### src/rtl/susled_pkg.sv
package susled_pkg;
  typedef enum logic [2:0] {
    M_HIGH  = 3'b000,
    M_HALF  = 3'b001,
    M_LOW   = 3'b010,
    M_TWO   = 3'b011,
    M_ONE   = 3'b100,
    M_FOUR  = 3'b101,
    M_QTR_A = 3'b110,
    M_QTR_B = 3'b111
  } led_mode_e;

  localparam int unsigned UNIT_W = 5;

  // half period in units of the 4 Hz half period; 0 = steady level
  function automatic logic [UNIT_W-1:0] half_units(led_mode_e m);
    case (m)
      M_FOUR:           half_units = 5'd1;
      M_TWO:            half_units = 5'd2;
      M_ONE:            half_units = 5'd4;
      M_HALF:           half_units = 5'd8;
      M_QTR_A, M_QTR_B: half_units = 5'd16;
      default:          half_units = 5'd0;
    endcase
  endfunction
endpackage

### src/rtl/susled_reg.sv
module susled_reg (
  input  logic       clk_i,
  input  logic       rst_ni,
  input  logic       wr_en_i,
  input  logic [7:0] wr_data_i,
  input  logic       mode_we_i,
  input  logic [2:0] mode_i,
  output logic [7:0] reg_o,
  output logic       chg_o
);
  logic [7:0] reg_q, reg_d;
  logic       chg_q;

  always_comb begin
    if (wr_en_i)        reg_d = wr_data_i;
    else if (mode_we_i) reg_d = {mode_i, reg_q[4:0]};
    else                reg_d = reg_q;
  end

  always_ff @(posedge clk_i or negedge rst_ni) begin
    if (!rst_ni) begin
      reg_q <= 8'h00;
      chg_q <= 1'b0;
    end else begin
      reg_q <= reg_d;
      chg_q <= (reg_d[7:5] != reg_q[7:5]);
    end
  end

  assign reg_o = reg_q;
  assign chg_o = chg_q;
endmodule

### src/rtl/susled_prescale.sv
module susled_prescale #(
  parameter int unsigned HALF_CLKS = 100
) (
  input  logic clk_i,
  input  logic rst_ni,
  input  logic restart_i,
  output logic tick_o
);
  localparam int unsigned CW = $clog2(HALF_CLKS + 1);
  localparam logic [CW-1:0] LAST = CW'(HALF_CLKS - 1);

  logic [CW-1:0] cnt_q;

  always_ff @(posedge clk_i or negedge rst_ni) begin
    if (!rst_ni)                cnt_q <= '0;
    else if (restart_i)         cnt_q <= '0;
    else if (cnt_q == LAST)     cnt_q <= '0;
    else                        cnt_q <= cnt_q + 1'b1;
  end

  assign tick_o = (cnt_q == LAST) && !restart_i;
endmodule

### src/rtl/susled_wave.sv
module susled_wave
  import susled_pkg::*;
(
  input  logic      clk_i,
  input  logic      rst_ni,
  input  led_mode_e mode_i,
  input  logic      restart_i,
  input  logic      tick_i,
  output logic      led_o
);
  logic [UNIT_W-1:0] unit_q, span;
  logic              phase_q, blink;

  assign span  = half_units(mode_i);
  assign blink = (span != '0);

  always_ff @(posedge clk_i or negedge rst_ni) begin
    if (!rst_ni) begin
      unit_q  <= '0;
      phase_q <= 1'b1;
    end else if (restart_i) begin
      unit_q  <= '0;
      phase_q <= (mode_i != M_LOW);
    end else if (tick_i && blink) begin
      if (unit_q == span - 1'b1) begin
        unit_q  <= '0;
        phase_q <= ~phase_q;
      end else begin
        unit_q  <= unit_q + 1'b1;
      end
    end
  end

  assign led_o = phase_q;
endmodule

### src/rtl/susled_gen.sv
module susled_gen
  import susled_pkg::*;
#(
  parameter int unsigned CLK_HZ = 50_000_000
) (
  input  logic       clk_i,
  input  logic       rst_ni,
  input  logic       wr_en_i,
  input  logic [7:0] wr_data_i,
  input  logic       mode_we_i,
  input  logic [2:0] mode_i,
  output logic [7:0] rd_data_o,
  output logic       led_o
);
  localparam int unsigned HALF_CLKS = CLK_HZ / 8;

  logic [7:0] reg_q;
  logic       mode_chg, tick;

  susled_reg u_reg (
    .clk_i, .rst_ni, .wr_en_i, .wr_data_i, .mode_we_i, .mode_i,
    .reg_o(reg_q), .chg_o(mode_chg)
  );

  susled_prescale #(.HALF_CLKS(HALF_CLKS)) u_pre (
    .clk_i, .rst_ni, .restart_i(mode_chg), .tick_o(tick)
  );

  susled_wave u_wave (
    .clk_i, .rst_ni, .mode_i(led_mode_e'(reg_q[7:5])),
    .restart_i(mode_chg), .tick_i(tick), .led_o
  );

  assign rd_data_o = reg_q;
endmodule

### config.mk
export PLATFORM = sky130hd
export DESIGN_NAME = susled_gen
export DESIGN_NICKNAME = d
export VERILOG_FILES = /design/src/rtl/susled_pkg.sv /design/src/rtl/susled_reg.sv /design/src/rtl/susled_prescale.sv /design/src/rtl/susled_wave.sv /design/src/rtl/susled_gen.sv
export SDC_FILE = /design/constraint.sdc
export NUM_CORES = 1
export LEC_CHECK = 0
export BUFFER_PORTS_ARGS = -buffer_cell sky130_fd_sc_hd__buf_2
export CAP_MARGIN = 5
export CELL_PAD_IN_SITES_DETAIL_PLACEMENT = 2
export CELL_PAD_IN_SITES_GLOBAL_PLACEMENT = 2
export CORE_MARGIN = 2
export CORE_UTILIZATION = 39
export CTS_CLUSTER_SIZE = 25
export DETAILED_ROUTE_END_ITERATION = 8
export PLACE_DENSITY = 0.91
export SKIP_CTS_REPAIR_TIMING = 1
export SYNTH_ARGS = -nofsm -noshare
export SYNTH_HDL_FRONTEND = slang
export SYNTH_SLANG_ARGS = --single-unit
### constraint.sdc
create_clock -name clk_i -period 3.5 [get_ports clk_i]
set_clock_uncertainty 0.1 [all_clocks]
set_input_delay 0.7 -clock clk_i [delete_from_list [all_inputs] [get_ports clk_i]]
set_output_delay 0.7 -clock clk_i [all_outputs]
set_load 0.05 [all_outputs]
; ---- Word-level counts from Yosys, hierarchy flattened
; Cells that the tools add are included.
[word_totals]
memories = 0
word_cells = 39
romBits = 0
latch_bits = 0
mem_bits_rw = 0
register_bits = 38
inputBits = 15
[op_classes]
shifts = 0
n_bitwise = 1
n_addsub = 3
n_eq_ne = 10
mul = 0
n_div = 0
reduce_logical = 8
muxes = 11
magnitude_cmp = 0
[op_table]
columns = operator, n
row1 = 23-bit 2-to-1 mux, 2
row2 = 5-bit case mux with 5 select lines, 1
row3 = 23-bit by 1-bit adder with 23-bit output (second input constant), 1
row4 = 23-bit == test (second input constant), 1
row5 = 8-bit 2-to-1 mux, 2
row6 = 5-bit 2-to-1 mux, 3
row7 = 3-bit == test (second input constant), 4
row8 = 5-bit by 1-bit adder with 5-bit output (second input constant), 1
row9 = 5-bit == test, 1
row10 = 5-bit nonzero test, 1
row11 = 5-bit by 1-bit subtractor with 5-bit output (second input constant), 1
row12 = 2-bit nonzero test, 2
row13 = 3-bit by 1-bit == test with 1-bit output (second input constant), 1
row14 = 3-bit by 2-bit == test with 1-bit output (second input constant), 1
row15 = 1-bit 2-to-1 mux, 3
row16 = 3-bit by 2-bit != test with 1-bit output (second input constant), 1
row17 = 3-bit != test, 1
row18 = 1-bit logical AND, 2
row19 = 2-bit AND reduction, 1
row20 = 2-bit OR reduction, 1
row21 = 1-bit zero test, 1
row22 = 1-bit NOT, 1

; ---- Depth between registers and ports, before layout
; Gate-level depths: netlist of run 1.
[logic_depth]
word_depth = 8
depth_mapped = 8
depth_no_buf = 7

; ---- By module
; A second synthesis of run 1 with hierarchy kept.
[hier_totals]
hier_cells = 219
hier_area_um2 = 2219.6
[modules_own_cells]
columns = module, area_each_um2, n_inst, cells_per_inst
row1 = susled_prescale, 1242.4, 1, 124
row2 = susled_wave, 555.5, 1, 62
row3 = susled_reg, 421.7, 1, 33

; ---- Worst setup path after synthesis of run 1
; OpenSTA, ideal clock, no wires.
[synth_timing]
path_type = register -> register
from = reg u_reg.reg_q[5] (netlist: u_reg.reg_o[5])
to = reg u_wave.phase_q (netlist: u_wave.led_o)
required_ps = 3318
t_arrival_ps = 2312
stages_incl_launch_ff = 8
n_path_buf = 2
synth_period_minus_slack_ps = 2494
path_slack_ps = 1006
path_cell_list = dfrtp_1 clkbuf_1 o21ai_0 ha_1 or3_1 buf_2 o31a_1 o31a_1
[synth_via]
elab_chain_len = 7
elab_cells_between_ends = 17
cone_classes = add/sub: 1 / eq/ne: 8 / mux: 2 / reduce/logical: 6
[synth_rtl]
columns = item, line_no
row1 = start: declaration, susled_reg.sv:11  ; logic [7:0] reg_q, reg_d;
row2 = start signal: assignment, susled_reg.sv:25  ; reg_q <= reg_d;
row3 = 3-bit == test, susled_pkg.sv:17  ; case (m)
row4 = 2-bit OR reduction, susled_pkg.sv:17
row5 = 5-bit case mux with 5 select lines, susled_pkg.sv:17
row6 = 5-bit by 1-bit subtractor with 5-bit output / 5-bit nonzero test (equally long branches), "susled_wave.sv:25, susled_wave.sv:15"
row7 = 5-bit == test / 1-bit logical AND (equally long branches), "susled_wave.sv:25, susled_wave.sv:24"
row8 = 2-bit nonzero test (no source line), --
row9 = 2-bit AND reduction (no source line), --
row10 = end signal: assignment, susled_wave.sv:23  ; phase_q <= (mode_i != M_LOW);
row11 = end signal: assignment, susled_wave.sv:27  ; phase_q <= ~phase_q;
row12 = end: declaration, susled_wave.sv:12  ; logic phase_q, blink;
; Parallel ways exist; a longest one is shown, timed or not.
; A chain may end at the register's enable or synchronous reset.

; ---- Worst setup path after layout of run 1
[layout_timing]
from = reg u_pre.cnt_q[15]
to = reg u_wave.phase_q (netlist: u_wave.led_o)
[layout_via]
elab_chain_len = 5
[layout_rtl]
columns = item, line_no
row1 = start: declaration, susled_prescale.sv:12  ; logic [CW-1:0] cnt_q;
row2 = start signal: assignment, susled_prescale.sv:18  ; else cnt_q <= cnt_q + 1'b1;
row3 = 23-bit == test, susled_prescale.sv:21  ; assign tick_o = (cnt_q == LAST) && !restart_i;
row4 = 1-bit logical AND, susled_prescale.sv:21
row5 = 1-bit logical AND, susled_wave.sv:24  ; end else if (tick_i && blink) begin
row6 = 2-bit nonzero test (no source line), --
row7 = 2-bit AND reduction (no source line), --
; Every way passes these cells.

==> out/results.ini, run 1 <==
[status]
status = finished clean

[floorplan]
die_area_um2 = 5706
die-width_um = 75.54
num_rows = 26
die_y_um = 75.54
start_util_pct = 39.84
io_pins = 24
core-area_um2 = 5010

[placed_design]
hpwlAfterDp_mm = 3.712
io_buffers = 23
globalplace.congestion = 0.7936

[timing]
min_period_ps = 2322
setup_tns_ps = 0
setup_viol = 0
rsz0062_at_grt = false
maxSlewViolCount = 0
hold_viol = 0
worst_slew_pin_slew_ps = 859.1
period_share_pct = 66.33
max_freq_ghz = 0.4307
slew_headroom_pct = 42.73

[layout]
nets = 247
area_delta_synth_final_pct = 12.54
antenna_cells = 0
final_cell_mix = 37 x dfrtp_1, 23 x buf_2, 21 x nor2_1
drive_gt1_share_pct = 17.11
final_common_cell = dfrtp_1

[detailed_routing]
ant_nets = 0
drt-total-wl_mm = 5.208
vias_per_cell = 5.517
drc = 0
vias = 1644
drt_first_pass_iters = 4
drtIter0Drc = 80
wl_per_cell_um = 17.48

[clock_tree]
clkLatencyLatePin_ps = 290
root_buffer = clkbuf_8
cts_buffers = 5
clkSinkCount = 38
clk_pin_slew_ps = 80
htreeDepth = 2
cts_buffer_depth = 2
cts_tree = yes

[synth]
synth.distinct_cells = 37
async_flop_share_pct = 100.0
syn-num-nets = 226
syn_inst = 208
syn-cell-area_um2 = 1996
synth_edf_count = 0
yosys.area.top_type = dfrtp_1
synthDominantCellAreaShare_pct = 46.39
ys_warn_count = 0
synthTopCellsByArea = dfrtp_1 46%, xnor2_1 7.0%, nand3_1 4.3%
synth_seq_cells = 38
synth_area_per_cell_um2 = 9.595
ys_seq_area_share_pct = 47.71
synth_ff_type = dfrtp_1

[power_and_ir_drop]
p_sw_uw = 258.5
combPwrFrac_pct = 14.6
power_density_nw_per_um2 = 403.1
intPower_uw = 646.8
irDropWorstVdd_mv = 0.2053
pwr-share-seq_pct = 52.4
power_uw = 905.3
total_leakage_power_uw = 0.0008769
switching_share_pct = 28.56
p_clk_share_pct = 33.0

[global_route]
grt.total_usage_pct = 20.64
grt_antenna_before_repair = 0
grt_pass1_vias = 1743
grt_overflow = 0
grt_max_degree = 39
grt_pass1_wl_mm = 8.804

[hold_path]
hold_path_class = reg -> reg

[flow_run]
maxCapViolCount = 0

[critical_path]
critical_path_arrival_ps = 2440
startpoint_type = register
crit_fanout = 7
path_class = reg -> reg
critPathCaptureType = register
cp.required_ps = 3620

[worst paths after layout]
check | from | end | slack [ps] | cells past startpoint
worst max-delay path | u_pre.cnt_q[15] | u_wave.led_o | 1180 | 5
worst min-delay path | u_pre.cnt_q[0] | u_pre.cnt_q[0] | 400 | 1
worst max register to register | u_pre.cnt_q[15] | u_wave.led_o | 1180 | 5
worst min register to register | u_pre.cnt_q[0] | u_pre.cnt_q[0] | 400 | 1
max in group asynchronous | rst_ni | u_reg.reg_o[7] | 2330 | 1
min in group asynchronous | rst_ni | u_pre.cnt_q[16] | 420 | 1
[Yosys cell counts (all sizes together) (3+ instances only)]
cell type  count
mux2i          3
xor2           8
nand3         18
nor3           6
clkbuf         6
nor4           5
o211ai         3
xnor2         16
ha             3
mux2           5
nor2          21
nand2         15
dfrtp         37
buf            4
o21ai         11
or3            6
and4           4
inv            6
a21oi         10
[worst max-delay path: stages, from the launching register on]
cell,delay [ps]
dfrtp_1,460
nor4_1,480
nand3_1,190
or3_1,460
o31a_1,330
o31a_1,230
[power by group through the flow]
stage | sequential [uW] | combinational, uW | clock [uW]
2_1_floorplan | 507 | 63.9 | 0
3_3_place_gp | 481 | 130 | 0
3_5_place_dp | 483 | 134 | 0
4_1_cts | 474 | 135 | 309
5_1_grt | 477 | 145 | 327
6_report | 474 | 133 | 298
[layout make-up]
| class | instances | area (um^2) |
|---|---|---|
| multi-input combinational | 154 | 978.4 |
| sequential | 38 | 952.2 |
| clock buffer | 6 | 82.58 |
| fill | 576 | 2764 |
| inverter | 6 | 22.52 |
| tap | 70 | 87.58 |
| timing repair buffer | 24 | 122.6 |
[registers in the layout (all words and copies together), names as in the netlist]
signal,count
u_wave.unit_q,5
u_reg.chg_o,1
u_pre.cnt_q,23
u_reg.reg_o,8
u_wave.led_o,1
[logic make-up after synthesis]
| family | count (synthesis) | share of synthesized area (%) |
|---|---|---|
| AND/OR/NAND/NOR | 88 | 23.20 |
| buffers and inverters | 16 | 3.260 |
| flip-flops | 38 | 47.71 |
| XOR/XNOR | 24 | 10.53 |
| multiplexers | 8 | 4.326 |
| AO/OA/AOI/OAI | 31 | 9.091 |
| adder cells (fa/ha/maj) | 3 | 1.881 |
[metal layers]
layer / share of wire (%) / GRT usage, % / up-vias
met3: 1.6 / 4.497 / 9
met1: 45 / 26.79 / 847
met4: 2.0 / 7.018 / 0
met2: 51 / 34.20 / 17
li1: - / - / 771
met5: 0 / 0 / -
[per-stage QoR]
stage / worst slack, ps / cells / hold WS (ps) / utilization, % / instance area [um^2]
after CTS: 1186 / 298 / 396.8 / 44.83 / 2246
final: 1178 / 298 / 395.2 / 44.83 / 2246
after detailed placement: 1241 / 292 / 375.9 / 43.18 / 2163
after global placement: 1364 / 292 / 363.1 / 43.18 / 2163
after global routing: 1036 / 298 / 424.3 / 44.83 / 2246
after floorplan: 1006 / 208 / 304.4 / - / 1996
Note: power is estimated with default switching activity, not from simulation.
==> run 2, diff against run 1 <==
--- a/config.mk
+++ b/config.mk
@@ -10,10 +10,10 @@
 export CELL_PAD_IN_SITES_DETAIL_PLACEMENT = 2
 export CELL_PAD_IN_SITES_GLOBAL_PLACEMENT = 2
 export CORE_MARGIN = 2
-export CORE_UTILIZATION = 39
+export CORE_UTILIZATION = 32
 export CTS_CLUSTER_SIZE = 25
 export DETAILED_ROUTE_END_ITERATION = 8
-export PLACE_DENSITY = 0.91
+export PLACE_DENSITY = 0.81
 export SKIP_CTS_REPAIR_TIMING = 1
 export SYNTH_ARGS = -nofsm -noshare
 export SYNTH_HDL_FRONTEND = slang
==> constraint.sdc (replaced) <==
create_clock -name clk_i -period 2 [get_ports clk_i]
set_clock_uncertainty 0.1 [all_clocks]
set_input_delay 0.4 -clock clk_i [delete_from_list [all_inputs] [get_ports clk_i]]
set_output_delay 0.4 -clock clk_i [all_outputs]
set_load 0.05 [all_outputs]
==> out/results.ini, run 2 (synthesis gave the netlist of run 1 again) <==
[clock_tree]
root_buffer = clkbuf_8  ; unchanged
cts_buffer_depth = 2  ; unchanged
cts_tree = yes  ; unchanged
clk_pin_slew_ps = 70  ; was 80 ps
clkLatencyLatePin_ps = 290  ; about the same
cts_buffers = 5  ; unchanged
clkSinkCount = 38  ; unchanged
htreeDepth = 2  ; unchanged

[global_route]
met1_usage_pct = 22.34  ; was 26.79%
grt_pass1_vias = 1941  ; was 1,743
grt_pass1_wl_mm = 10.05  ; was 8.804 mm
grt_antenna_before_repair = 0  ; unchanged
grt_busiest_layer = met2  ; unchanged
grt.total_usage_pct = 18.14  ; was 20.64%
grt_overflow = 0  ; unchanged
use_met3_pct = 3.579  ; was 4.497%
grt.met2_usage_pct = 31.74  ; was 34.20%
grt_max_degree = 29  ; was 39

[placed_design]
dp_cells = 321  ; was 292
io_buffers = 23  ; unchanged
globalplace.congestion = 0.7523  ; was 0.7936
dp_slack_ps = -31.05  ; was 1241 ps
hpwlAfterDp_mm = 4.305  ; was 3.712 mm

[detailed_routing]
ant_nets = 0  ; unchanged
wl_per_cell_um = 19.05  ; was 17.48 um
vias = 1724  ; was 1,644
drtIter0Drc = 48  ; was 80
drt_first_pass_iters = 4  ; unchanged
drc = 0  ; unchanged
vias_per_cell = 5.177  ; was 5.517
drt-total-wl_mm = 6.343  ; was 5.208 mm

[critical_path]
critical_path_arrival_ps = 2180  ; was 2440 ps
critPathCaptureType = register  ; unchanged
r2r-start = u_pre.cnt_q[1]  ; was u_pre.cnt_q[15]
path_class = reg -> reg  ; unchanged
r2r-end = u_wave.led_o  ; unchanged
crit_path_frequent_cell = o31a_1  ; unchanged
path_cells = ha_2 > and3_4 > nand3_1 > or3_4 > o31a_1 > o31a_1  ; was nor4_1 > nand3_1 > or3_1 > o31a_1 > o31a_1
crit_path_top_delay_cell = dfrtp_1  ; was nor4_1
startpoint_type = register  ; unchanged
reg2reg_slack_ps = -60  ; was 1180 ps
cp.required_ps = 2120  ; was 3620 ps
crit_start = u_pre.cnt_q[1]  ; was u_pre.cnt_q[15]
crit_fanout = 3  ; was 7
crit_path_max_incr_delay_ps = 380  ; was 480 ps
reg2reg_depth = 6  ; was 5

[power_and_ir_drop]
p_sw_uw = 485.8  ; was 258.5 uW
combPwrFrac_pct = 19.0  ; was 14.6%
irDropWorstVdd_mv = 0.4510  ; was 0.2053 mV
switching_share_pct = 29.53  ; was 28.56%
total_leakage_power_uw = 0.001031  ; was 0.0008769 uW
intPower_uw = 1159  ; was 646.8 uW
p_clk_share_pct = 30.9  ; was 33.0%
power_density_nw_per_um2 = 635.6  ; was 403.1 nW/um^2
pwr-share-seq_pct = 50.2  ; was 52.4%

[timing]
slew_headroom_pct = 57.09  ; was 42.73%
max_freq_ghz = 0.4848  ; was 0.4307 GHz
hold_viol = 0  ; unchanged
worst_slew_pin_slew_ps = 643.6  ; was 859.1 ps
whs_ps = 30.08  ; was 395.2 ps
rsz0062_at_grt = true  ; was false
period_share_pct = 103.1  ; was 66.33%
min_period_ps = 2063  ; was 2322 ps
setup_viol = 1  ; was 0
setup_tns_ps = -62.59  ; was 0 ps
final.setup.worst_slack_ps = -62.59  ; was 1178 ps
maxSlewViolCount = 0  ; unchanged

[layout]
final_common_cell = dfrtp_1  ; unchanged
fillerInstances = 653  ; was 576
largest_reg_flops = 23  ; unchanged
final_cell_mix = 34 x dfrtp_1, 28 x buf_4, 23 x buf_2  ; was 37 x dfrtp_1, 23 x buf_2, 21 x nor2_1
top_register = u_pre.cnt_q  ; unchanged
drive_gt1_share_pct = 33.72  ; was 17.11%
multi_input_area_um2 = 1090  ; was 978.4 um^2
seqCellArea_um2 = 955.9  ; was 952.2 um^2
area_delta_synth_final_pct = 29.66  ; was 12.54%
nets = 275  ; was 247
antenna_cells = 0  ; unchanged
finalNonFillerCells = 333  ; was 298

[floorplan]
die_area_um2 = 6884  ; was 5706 um^2
die-width_um = 82.97  ; was 75.54 um
num_rows = 28  ; was 26
core-area_um2 = 5991  ; was 5010 um^2
start_util_pct = 33.31  ; was 39.84%
die_y_um = 82.97  ; was 75.54 um
io_pins = 24  ; unchanged

[status]
status = complete, but fails checks  ; was finished clean
violations = negative setup slack

[hold_path]
hold_path_class = in -> async  ; was reg -> reg

[flow_run]
maxCapViolCount = 0  ; unchanged

run 2: changes by cell type in the layout (fill, tap and decap cells not counted), sizes merged:
cell	before	now
buf	24	52
clkbuf	6	8
run 2: how the worst max path moves through the flow:
| stage | to | slack, ps | depth (start not counted) |
|---|---|---|---|
| 6_report | u_wave.led_o | -60 | 6 |
| 4_1_cts | u_wave.led_o | -140 | 5 |
| 3_5_place_dp | u_wave.led_o | -30 | 5 |
| 5_1_grt | u_wave.led_o | -150 | 5 |
| 2_1_floorplan | u_wave.led_o | -180 | 8 |
| 3_3_place_gp | u_wave.led_o | 90 | 5 |
run 2: layout make-up:
class	count	share of cell area [%]
repair buffers	52	13.35
flip-flops and latches	38	36.94
well taps	75	3.627
clock buffers	8	3.095
inverters	6	0.8704
multi-input cells	154	42.12
run 2: layer usage:
| metal | vias to the layer above | share of wire (%) |
|---|---|---|
| li1 | 826 | - |
| met1 | 870 | 44 |
| met2 | 18 | 52 |
| met3 | 10 | 1.6 |
| met4 | 0 | 2.1 |
| met5 | - | 0 |
run 2: power groups by stage:
| stage | Sequential (uW) | Clock (uW) | Combinational (uW) |
|---|---|---|---|
| finish | 825 | 507 | 312 |
| global route | 830 | 561 | 336 |
| CTS | 824 | 528 | 289 |
| detailed placement | 838 | 0 | 285 |
| global placement | 835 | 0 | 273 |
| floorplan | 890 | 0 | 122 |
run 2: through the flow:
stage | power [uW] | instance area (um^2) | utilization, %
global route | 1728 | 2587 | 43.19
detailed placement | 1123 | 2371 | 39.58
finish | 1645 | 2587 | 43.19
global placement | 1109 | 2371 | 39.58
floorplan | 1012 | 2027 | -
CTS | 1641 | 2451 | 40.91
run 2: critical path, delay by kind of cell (launching register included):
family                     cells  cell delay, ps
AOI/OAI and AO/OA              2             580
DFF                            1             380
and+or+nand+nor                3             730
adders and majority gates      1             220
==> run 3, diff against run 2 <==
--- a/config.mk
+++ b/config.mk
@@ -5,15 +5,16 @@
 export SDC_FILE = /design/constraint.sdc
 export NUM_CORES = 1
 export LEC_CHECK = 0
+export ABC_AREA = 1
 export BUFFER_PORTS_ARGS = -buffer_cell sky130_fd_sc_hd__buf_2
 export CAP_MARGIN = 5
 export CELL_PAD_IN_SITES_DETAIL_PLACEMENT = 2
 export CELL_PAD_IN_SITES_GLOBAL_PLACEMENT = 2
 export CORE_MARGIN = 2
-export CORE_UTILIZATION = 32
+export CORE_UTILIZATION = 30
 export CTS_CLUSTER_SIZE = 25
 export DETAILED_ROUTE_END_ITERATION = 8
-export PLACE_DENSITY = 0.81
+export PLACE_DENSITY = 0.82
 export SKIP_CTS_REPAIR_TIMING = 1
 export SYNTH_ARGS = -nofsm -noshare
 export SYNTH_HDL_FRONTEND = slang
==> out/results.ini, run 3 <==
[status]
status = finished clean  ; was complete, but fails checks

[synth]
synth_area_per_cell_um2 = 7.305  ; was 9.595 um^2
synth_seq_cells = 38  ; unchanged
syn-cell-area_um2 = 2308  ; was 1996 um^2
synth_edf_count = 0  ; unchanged
synthTopCellsByArea = dfrtp_1 40%, nand2_1 16%, nor2_1 8.0%  ; was dfrtp_1 46%, xnor2_1 7.0%, nand3_1 4.3%
syn-num-nets = 334  ; was 226
ys_seq_area_share_pct = 41.25  ; was 47.71%
synth_ff_type = dfrtp_1  ; unchanged
synthDominantCellAreaShare_pct = 40.11  ; was 46.39%
ys_warn_count = 0  ; unchanged
synth_common_cells = 98 x nand2_1, 49 x nor2_1, 37 x dfrtp_1  ; was 37 x dfrtp_1, 21 x nor2_1, 17 x nand3_1
syn_inst = 316  ; was 208
synth.distinct_cells = 29  ; was 37
yosysMostFrequentCell = nand2_1  ; was dfrtp_1
async_flop_share_pct = 100.0  ; unchanged
yosys.area.top_type = dfrtp_1  ; unchanged

[detailed_routing]
drtIter0Drc = 56  ; was 48
drt_first_pass_iters = 4  ; unchanged
drt-total-wl_mm = 6.990  ; was 6.343 mm
vias_per_cell = 4.811  ; was 5.177
vias = 2184  ; was 1,724
wl_per_cell_um = 15.40  ; was 19.05 um
ant_nets = 0  ; unchanged
drc = 0  ; unchanged

[timing]
whs_ps = 191.6  ; was 30.08 ps
slew_headroom_pct = 67.48  ; was 57.09%
maxSlewViolCount = 0  ; unchanged
setup_tns_ps = 0  ; was -62.59 ps
period_share_pct = 90.81  ; was 103.1%
worst_slew_pin_slew_ps = 487.8  ; was 643.6 ps
hold_viol = 0  ; unchanged
min_period_ps = 1816  ; was 2063 ps
setup_viol = 0  ; was 1
rsz0062_at_grt = false  ; was true
max_freq_ghz = 0.5506  ; was 0.4848 GHz

[global_route]
grt.total_usage_pct = 18.01  ; was 18.14%
grt_pass1_vias = 2564  ; was 1,941
grt_pass1_wl_mm = 12.30  ; was 10.05 mm
grt_overflow = 0  ; unchanged
grt_antenna_before_repair = 0  ; unchanged
grt_max_degree = 22  ; was 29

[power_and_ir_drop]
power_uw = 1874  ; was 1645 uW
power_density_nw_per_um2 = 674.4  ; was 635.6 nW/um^2
total_leakage_power_uw = 0.001356  ; was 0.001031 uW
irDropWorstVdd_mv = 0.2695  ; was 0.4510 mV

[critical_path]
cp.required_ps = 2150  ; was 2120 ps
critPathCaptureType = register  ; unchanged
path_class = reg -> reg  ; unchanged
startpoint_type = register  ; unchanged
path_buf_inv = 0  ; unchanged
crit_start = u_pre.cnt_q[0]  ; was u_pre.cnt_q[1]
crit_path_max_incr_delay_ps = 400  ; was 380 ps
reg2reg_slack_ps = 180  ; was -60 ps
reg2reg_depth = 7  ; was 6
crit_fanout = 5  ; was 3
cp_num_cells = 7  ; was 6
endpoint = u_wave.unit_q[1]  ; was u_wave.led_o
r2r-end = u_wave.unit_q[1]  ; was u_wave.led_o
path_delay_family = simple AND/OR/NAND/NOR gates  ; unchanged
path_cells = ha_1 > nand3_4 > nor3_2 > nand3_1 > nor2_2 > nand4_1 > nand2_1  ; was ha_2 > and3_4 > nand3_1 > or3_4 > o31a_1 > o31a_1
crit_path_top_delay_cell = dfrtp_1  ; unchanged
critical_path_arrival_ps = 1960  ; was 2180 ps
r2r-start = u_pre.cnt_q[0]  ; was u_pre.cnt_q[1]

[clock_tree]
cts_buffer_depth = 2  ; unchanged
cts_buffers = 5  ; unchanged
htreeDepth = 2  ; unchanged
clkSinkCount = 38  ; unchanged
clkLatencyLatePin_ps = 300  ; was 290 ps
cts_tree = yes  ; unchanged
root_buffer = clkbuf_8  ; unchanged
clk_pin_slew_ps = 90  ; was 70 ps

[layout]
fillerInstances = 896  ; was 653
final_cell_mix = 92 x nand2_1, 48 x nor2_1, 35 x dfrtp_1  ; was 34 x dfrtp_1, 28 x buf_4, 23 x buf_2
final_area_um2 = 2779  ; was 2587 um^2
nets = 372  ; was 275
largest_reg_flops = 23  ; unchanged
antenna_cells = 0  ; unchanged
finalNonFillerCells = 454  ; was 333
area_delta_synth_final_pct = 20.38  ; was 29.66%
top_register = u_pre.cnt_q  ; unchanged
drive_gt1_share_pct = 19.72  ; was 33.72%
final_common_cell = nand2_1  ; was dfrtp_1

[hold_path]
hold_path_class = in -> reg  ; was in -> async

[floorplan]
die-width_um = 91.72  ; was 82.97 um
die_area_um2 = 8413  ; was 6884 um^2
start_util_pct = 31.32  ; was 33.31%
die_y_um = 91.72  ; was 82.97 um
core-area_um2 = 7370  ; was 5991 um^2
io_pins = 24  ; unchanged
num_rows = 31  ; was 28

[placed_design]
dp_cells = 443  ; was 321
globalplace.congestion = 0.7932  ; was 0.7523
hpwlAfterDp_mm = 5.529  ; was 4.305 mm
place_area_um2 = 2592  ; was 2371 um^2
io_buffers = 23  ; unchanged

[flow_run]
maxCapViolCount = 0  ; unchanged

-- run 3: cell types whose count changed after synthesis, sizes merged, moves of 6 or more --
cell and change:
nand2 +85, nor2 +33, inv +32, xnor2 -14
nand4 +11, nor3 +7, o21ai -7, clkbuf -6
nand3 +6, or3 -6
-- run 3: per-layer routing --
layer	vias to the layer above	wire length (um)	global-route usage [%]	share of wire, %
li1	1071	-	-	-
met1	1083	3141	22.42	45
met2	25	3641	32.90	52
met3	5	149	2.712	2.1
met4	0	58	3.731	0.83
met5	-	0	0	0
-- run 3: how the worst min path moves through the flow --
stage                 start  slack, ps             end  depth (start not counted)
3_5_place_dp         rst_ni        310  u_pre.cnt_q[6]                          1
3_3_place_gp         rst_ni        280  u_pre.cnt_q[6]                          1
5_1_grt        wr_data_i[0]        200  u_reg.reg_o[0]                          3
6_report       wr_data_i[2]        190  u_reg.reg_o[2]                          3
4_1_cts              rst_ni        -30  u_reg.reg_o[4]                          1
2_1_floorplan        rst_ni          4  u_pre.cnt_q[0]                          0
-- run 3: power breakdown --
part / switching, uW / total, uW / internal (uW)
sequential: 26.4 / 830 / 804
clock: 305 / 712 / 408
combinational: 234 / 332 / 97.7
-- run 3: worst reg2reg max path, delay by kind of cell, from the launching register on --
kind / cells / cell delay, ps
adder cells (fa/ha/maj): 1 / 320
flip-flops: 1 / 400
AND/OR/NAND/NOR: 6 / 930
-- run 3: layout make-up --
class | count | area, um^2 | area share (%)
inverters | 39 | 146.4 | 5.268
multi-input cells | 237 | 1245 | 44.80
clock buffers | 7 | 86.33 | 3.107
flip-flops and latches | 38 | 954.7 | 34.35
repair buffers | 33 | 192.7 | 6.934
clock inverters | 1 | 30.03 | 1.081
well taps | 99 | 123.9 | 4.457
-- run 3: through the flow --
stage	util, %	setup slack (ps)
6_report	37.71	183.8
5_1_grt	37.71	20.96
4_1_cts	36.76	10.69
3_5_place_dp	35.18	28.32
3_3_place_gp	35.18	157.2
2_1_floorplan	-	11.18
-- run 3: cells by family after synthesis --
| group | after synthesis | share of synthesized area (%) |
|---|---|---|
| AND/OR/NAND/NOR | 208 | 42.06 |
| buffers and inverters | 41 | 6.775 |
| flip-flops | 38 | 41.25 |
| XOR/XNOR | 15 | 5.691 |
| AO/OA/AOI/OAI | 11 | 2.602 |
| adder cells (fa/ha/maj) | 3 | 1.626 |
